### src/rtl/cbarb_pkg.sv
package cbarb_pkg;
  typedef enum logic [1:0] {
    OWN_IDLE = 2'd0,
    OWN_CPU  = 2'd1,
    OWN_DMA  = 2'd2
  } owner_t;

  // bit positions in the synchronized input vector
  localparam int IDX_CPU_REQ  = 0;
  localparam int IDX_CPU_DONE = 1;
  localparam int IDX_DMA_REQ  = 2;
  localparam int IDX_DMA_DONE = 3;
  localparam int NUM_IN       = 4;
endpackage

### src/rtl/cbarb_sync.sv
module cbarb_sync #(
  parameter int WIDTH  = 4,
  parameter int STAGES = 2
) (
  input  logic             clk,
  input  logic             rst,
  input  logic [WIDTH-1:0] d_async,
  output logic [WIDTH-1:0] q_sync
);
  logic [WIDTH-1:0] chain_q [STAGES];

  generate
    for (genvar s = 0; s < STAGES; s++) begin : g_stage
      if (s == 0) begin : g_first
        always_ff @(posedge clk) begin
          if (rst) chain_q[s] <= '0;
          else     chain_q[s] <= d_async;
        end
      end else begin : g_next
        always_ff @(posedge clk) begin
          if (rst) chain_q[s] <= '0;
          else     chain_q[s] <= chain_q[s-1];
        end
      end
    end
  endgenerate

  assign q_sync = chain_q[STAGES-1];
endmodule

### src/rtl/cbarb_fsm.sv
module cbarb_fsm
  import cbarb_pkg::*;
(
  input  logic clk,
  input  logic rst,
  input  logic cpu_req_s,
  input  logic cpu_done_s,
  input  logic dma_req_s,
  input  logic dma_done_s,
  output logic cpu_gnt,
  output logic dma_gnt
);
  owner_t state_q, state_nxt;

  always_comb begin
    state_nxt = state_q;
    unique case (state_q)
      OWN_IDLE: begin
        if (cpu_req_s)      state_nxt = OWN_CPU;
        else if (dma_req_s) state_nxt = OWN_DMA;
      end
      OWN_CPU: begin
        if (!cpu_req_s && !dma_req_s) state_nxt = OWN_IDLE;
        else if (cpu_done_s) begin
          if (dma_req_s)      state_nxt = OWN_DMA;
          else if (cpu_req_s) state_nxt = OWN_CPU;
          else                state_nxt = OWN_IDLE;
        end
      end
      OWN_DMA: begin
        if (!cpu_req_s && !dma_req_s) state_nxt = OWN_IDLE;
        else if (dma_done_s) begin
          if (cpu_req_s)      state_nxt = OWN_CPU;
          else if (dma_req_s) state_nxt = OWN_DMA;
          else                state_nxt = OWN_IDLE;
        end
      end
      default: state_nxt = OWN_IDLE;
    endcase
  end

  always_ff @(posedge clk) begin
    if (rst) begin
      state_q <= OWN_IDLE;
      cpu_gnt <= 1'b0;
      dma_gnt <= 1'b0;
    end else begin
      state_q <= state_nxt;
      cpu_gnt <= (state_nxt == OWN_CPU);
      dma_gnt <= (state_nxt == OWN_DMA);
    end
  end

  p_reset_idle_r1: assert property (@(posedge clk)
    rst |=> (!cpu_gnt && !dma_gnt));

  p_no_req_idle_r2: assert property (@(posedge clk) disable iff (rst)
    (!cpu_req_s && !dma_req_s) |=> (!cpu_gnt && !dma_gnt));

  p_idle_grant_r3: assert property (@(posedge clk) disable iff (rst)
    (!cpu_gnt && !dma_gnt && (cpu_req_s || dma_req_s)) |=> (cpu_gnt || dma_gnt));

  p_cpu_first_r4: assert property (@(posedge clk) disable iff (rst)
    (!cpu_gnt && !dma_gnt && cpu_req_s) |=> cpu_gnt);

  p_cpu_hold_r5: assert property (@(posedge clk) disable iff (rst)
    (cpu_gnt && !cpu_done_s && (cpu_req_s || dma_req_s)) |=> cpu_gnt);

  p_dma_hold_r6: assert property (@(posedge clk) disable iff (rst)
    (dma_gnt && !dma_done_s && (cpu_req_s || dma_req_s)) |=> dma_gnt);

  p_handover_r5: assert property (@(posedge clk) disable iff (rst)
    (cpu_gnt && cpu_done_s && dma_req_s) |=> (dma_gnt && !cpu_gnt));

  p_handover_r6: assert property (@(posedge clk) disable iff (rst)
    (dma_gnt && dma_done_s && cpu_req_s) |=> (cpu_gnt && !dma_gnt));

  p_exclusive_r8: assert property (@(posedge clk) disable iff (rst)
    !(cpu_gnt && dma_gnt));
endmodule

### src/rtl/card_bus_arbiter.sv
module card_bus_arbiter
  import cbarb_pkg::*;
#(
  parameter int SYNC_STAGES = 2
) (
  input  logic clk,
  input  logic rst,
  input  logic cpu_req,
  input  logic cpu_done,
  input  logic dma_req,
  input  logic dma_done,
  output logic cpu_gnt,
  output logic dma_gnt
);
  logic [NUM_IN-1:0] raw_in, synced;

  always_comb begin
    raw_in               = '0;
    raw_in[IDX_CPU_REQ]  = cpu_req;
    raw_in[IDX_CPU_DONE] = cpu_done;
    raw_in[IDX_DMA_REQ]  = dma_req;
    raw_in[IDX_DMA_DONE] = dma_done;
  end

  cbarb_sync #(.WIDTH(NUM_IN), .STAGES(SYNC_STAGES)) u_sync (
    .clk     (clk),
    .rst     (rst),
    .d_async (raw_in),
    .q_sync  (synced)
  );

  cbarb_fsm u_fsm (
    .clk        (clk),
    .rst        (rst),
    .cpu_req_s  (synced[IDX_CPU_REQ]),
    .cpu_done_s (synced[IDX_CPU_DONE]),
    .dma_req_s  (synced[IDX_DMA_REQ]),
    .dma_done_s (synced[IDX_DMA_DONE]),
    .cpu_gnt    (cpu_gnt),
    .dma_gnt    (dma_gnt)
  );
endmodule

### config.mk
export PLATFORM = sky130hd
export DESIGN_NAME = card_bus_arbiter
export DESIGN_NICKNAME = d
export VERILOG_FILES = /design/src/rtl/cbarb_pkg.sv /design/src/rtl/cbarb_sync.sv /design/src/rtl/cbarb_fsm.sv /design/src/rtl/card_bus_arbiter.sv
export SDC_FILE = /design/constraint.sdc
export NUM_CORES = 1
export LEC_CHECK = 0
export ABC_AREA = 1
export BUFFER_PORTS_ARGS = -buffer_cell sky130_fd_sc_hd__clkbuf_2
export CORE_AREA = 2 2 39 41
export CTS_CLUSTER_SIZE = 20
export DETAILED_ROUTE_END_ITERATION = 16
export DIE_AREA = 0 0 41 43
export PLACE_DENSITY = 0.55
export RECOVER_POWER = 100
export SKIP_CTS_REPAIR_TIMING = 1
export SYNTH_ARGS = -nofsm -noshare
export SYNTH_HDL_FRONTEND = slang
export SYNTH_SLANG_ARGS = --single-unit
### constraint.sdc
create_clock -name clk -period 1.8 [get_ports clk]
set_input_delay 0.09 -clock clk [delete_from_list [all_inputs] [get_ports clk]]
set_output_delay 0.09 -clock clk [all_outputs]
set_load 0.02 [all_outputs]
-- After elaboration in Yosys (flattened, before gate mapping)
Memory sizes are Yosys's and may differ from the RTL's.
Cells that the tools add are included.
- reduce and logical (&&, ||, !) cells: 4
- equal/unequal tests: 4
- muxes and demuxes: 16
- bitwise operators: 2
- operators with widths (operator ; count):
    two-way mux 2 bit ; 9
    two-way mux 4 bit ; 2
    one-hot mux 2 bit (3 select lines) ; 1
    equality test 2 x 1 -> 1 bit, second input constant ; 2
    equality test 2 bit, second input constant ; 2
    two-way mux 1 bit ; 4
    logical NOT 1 bit ; 2
    logical NOT 2 bit ; 1
    bitwise OR 1 bit ; 2
    logical AND 1 bit ; 1
- RAM bits: 8
- bits of input ports: 6
- memories kept: 1
- word-level logic and storage cells: 30
- flip-flop bits (word level): 4
- output and inout port bits: 2
- memories (name ; words ; bits a word ; rd ports ; clocked after Yosys merged registers in ; write ports ; RTL line ; text):
    u_sync.chain_q ; 2 ; 4 ; 2 ; 0 ; 2 ; cbarb_sync.sv:10 ; logic [WIDTH-1:0] chain_q [STAGES];

-- Logic depth before layout (Yosys ltp)
An unclocked memory read counts as a cell.
- depth after elaboration: 7
- depth in mapped cells: 5
- mapped depth without buffers: 5

-- Modules after synthesis
From an unflattened synthesis, not the netlist that was laid out.
- cells, all modules: 49
- area total of the unflattened synthesis: 402.9 um^2
- by module, submodules not included (module ; times used ; area an instance (um^2) ; sequential area each (um^2) ; cells an instance):
    cbarb_sync ; 1 ; 231.5 ; 160.2 ; 25
    cbarb_fsm ; 1 ; 171.4 ; 80.1 ; 24

-- Least setup slack after synthesis
Ideal clock, no wire load.
- kind: flip-flop to flip-flop
- start point: memory u_sync.chain_q[1][0]
- end point: register u_fsm.dma_gnt
- library setup time: 0.117 ns
- arrival time: 0.631 ns
- clock period less this slack: 0.748 ns
- setup slack: 1.052 ns
- cell stages (with the launch flop): 6
- data required time: 1.683 ns
- path through: dfxtp_1 > nand3_1 > nand2_1 > nand2_1 > nand3_1 > nor2_1
- RTL lines (item ; RTL line ; text):
    from (decl) ; cbarb_sync.sv:10 ;
    to (signal assigned) ; cbarb_fsm.sv:50 ; dma_gnt <= (state_nxt == OWN_DMA);
    to (decl) ; cbarb_fsm.sv:11 ; output logic dma_gnt

-- Worst setup path after layout
- start point: register u_fsm.dma_gnt
- end point: output port dma_gnt
- RTL lines (item ; RTL line ; text):
    to (decl) ; card_bus_arbiter.sv:13 ; output logic dma_gnt
No word-level cell between the ends.

==> results_dict.tcl <==
set metrics [dict create \
    die_y_um 43 \
    path_class "reg2out" \
    drive_above_1_share 0.1579 \
    n_antenna_cell 0 \
    ff2ff_path_depth 4 \
    cp_cell_sequence "clkbuf_1" \
    finalNetCount 64 \
    multi_input_area_sq_um 98.84 \
    finalCritPeriodShare 0.4913 \
    cp_max_fo 1 \
    hold_viol_final 0 \
    yosys.area.top_type "dfxtp_1" \
    critPathSlowestCell "dfxtp_1" \
    drt-initial-drc-count 0 \
    grt_first_pass_wirelength_um 924 \
    grt_overflow 0 \
    cp_num_cells 1 \
    ys_top_cells_by_area "dfxtp_1, inv_1, nor2_1" \
    crit_start "u_fsm.dma_gnt$_SDFF_PP0_" \
    fillCellCount 155 \
    yosys_warnings 0 \
    post_drt_via_cell_ratio 3.986 \
    die_width_um 41 \
    num_io_pins 8 \
    start_util 0.2821 \
    insertion_delay_ns 0.26 \
    worst_pin_slew_ns 0.4922 \
    layout_commonest_cell "dfxtp_1" \
    grt_util_all_layers 0.08468 \
    power_density_nw_per_um2 1103 \
    flow.area_growth_from_synthesis_pct 19.87 \
    ant_nets 0 \
    end_kind "output port" \
    synth_cells 47 \
    utilization 0.3382 \
    totalWireLength_um 570 \
    p_switching_mw 0.1053 \
    rsz0062_at_grt "no" \
    cp.arrival_ns 0.79 \
    grt_pass1_vias 254 \
    finalSetupTns_ns 0 \
    gp_congestion 0.5789 \
    pwr-share-seq 0.547 \
    leakagePower_nw 0.2231 \
    final_cell_mix "dfxtp_1, inv_1, nor2_1" \
    r2r_end "u_fsm.state_q[0]$_SDFF_PP0_" \
    seq_area_frac_synth 0.6154 \
    setup_viol 0 \
    min_path_type "in2reg" \
    maxCapViolCount 0 \
    dp_hpwl_um 415.2 \
    clock_skew_ns 0.0009497 \
    dr_total_vias 291 \
    cts_max_path_buffers 2 \
    power_switching_share 0.2039 \
    slew_headroom 0.6718 \
    maxSlewViolCount 0 \
    timing.fmax_mhz 1131 \
    core_area_sq_um 1384 \
    place_ws_ns 0.9721 \
    synth.distinct_cells 9 \
    cp-endpoint "dma_gnt" \
    timing.rr.start "u_sync.chain_q[1][0]$_SDFF_PP0_" \
    wl_per_cell_um 7.808 \
    cp_slowest_stage_delay_ns 0.31 \
    p_int_mw 0.4111 \
    crit_buf_inv 1 \
    setup_ws_ns 0.9157 \
    clkPwrFrac 0.400 \
    cpLargestDelayFamily "flip-flops" \
    syn_area_sq_um 390.4 \
    cts_max_level 1 \
    seq_area_sq_um 240.2 \
    row_count 14 \
    cts_inserted_buffers 3 \
    syn_nets 53 \
    synth_top_area_frac 0.6154 \
    ys_ff_latch 12 \
    die_area_sq_um 1763 \
    grt_max_degree 13 \
    drcViolationCount 0 \
    io_buffers 7 \
    r2r_slack_ns 0.95 \
    cts.clk_slew.worst_paths_ns 0.07 \
    combinationalPowerShare 0.053 \
    cts_root_buf "clkbuf_4" \
    firstDrtPassIters 1 \
    finalPower_mw 0.5163 \
    final_area_sq_um 467.9 \
    required_ns 1.71 \
    vdd_drop_max_v 0.0003324 \
    postPlaceCellArea_sq_um 440.4 \
    cts_tree "built" \
    period_minus_slack_ns 0.8843 \
    clock_sinks 12 \
    avgSynthCellArea_sq_um 8.306 \
    crit_path_start_kind "register" \
    antenna_found_initial 0 \
    status "finished clean" \
]
==> power groups by stage <==
stage | combinational (mW) | clock (mW) | sequential, mW
2_1_floorplan | 0.0173 | 0 | 0.290
3_3_place_gp | 0.0285 | 0 | 0.288
3_5_place_dp | 0.0293 | 0 | 0.289
4_1_cts | 0.0294 | 0.217 | 0.282
5_1_grt | 0.0313 | 0.230 | 0.284
6_report | 0.0274 | 0.206 | 0.282
==> worst min path at each step <==
stage | start | end | slack (ns) | cells past startpoint
4_1_cts | dma_done | u_sync.chain_q[0][3]$_SDFF_PP0_ | -0.008 | 3
3_5_place_dp | dma_done | u_sync.chain_q[0][3]$_SDFF_PP0_ | 0.29 | 3
6_report | dma_done | u_sync.chain_q[0][3]$_SDFF_PP0_ | 0.004 | 3
3_3_place_gp | cpu_done | u_sync.chain_q[0][1]$_SDFF_PP0_ | 0.28 | 3
5_1_grt | dma_done | u_sync.chain_q[0][3]$_SDFF_PP0_ | 0.0007 | 3
2_1_floorplan | rst | u_fsm.cpu_gnt$_SDFF_PP0_ | 0.16 | 1
==> layer usage <==
layer	up-vias	part of all wire	GRT usage
met5	-	0	0
met4	0	0	0.08000
met3	0	0.074	0.04712
met2	6	0.50	0.1250
met1	127	0.42	0.07492
li1	158	-	-
==> kinds of logic (layout without fill, tap and decap cells) <==
logic type      after synthesis  count (layout)  synth area share
compound gates                2               2           0.02564
buf+inv                      12              22            0.1186
flops                        12              12            0.6154
simple gates                 21              21            0.2404
==> cell type report <==
cell class / instances / area share
clock buffers: 4 / 0.07754
inverters: 11 / 0.08824
multi-input cells: 23 / 0.2112
flip-flops and latches: 12 / 0.5134
well taps: 16 / 0.04278
repair buffers: 7 / 0.06684
==> synthesized netlist by cell type (all sizes together) <==
master and count:
nand3 6, inv 11, nor2 12, buf 1
a21oi 2, nand2 3, dfxtp 12
==> stage by stage <==
step	hold WS, ns	std cells
after detailed placement	0.2862	69
final	0.003769	73
after floorplan	0.1591	47
after CTS	-0.007705	73
after global routing	0.0007446	73
after global placement	0.2842	69
==> registers in the layout (all words and copies together), names as in the netlist <==
| name | cells |
|---|---|
| u_sync.chain_q | 8 |
| u_fsm.dma_gnt | 1 |
| u_fsm.cpu_gnt | 1 |
| u_fsm.state_q | 2 |
(Power assumes the default switching activity.)
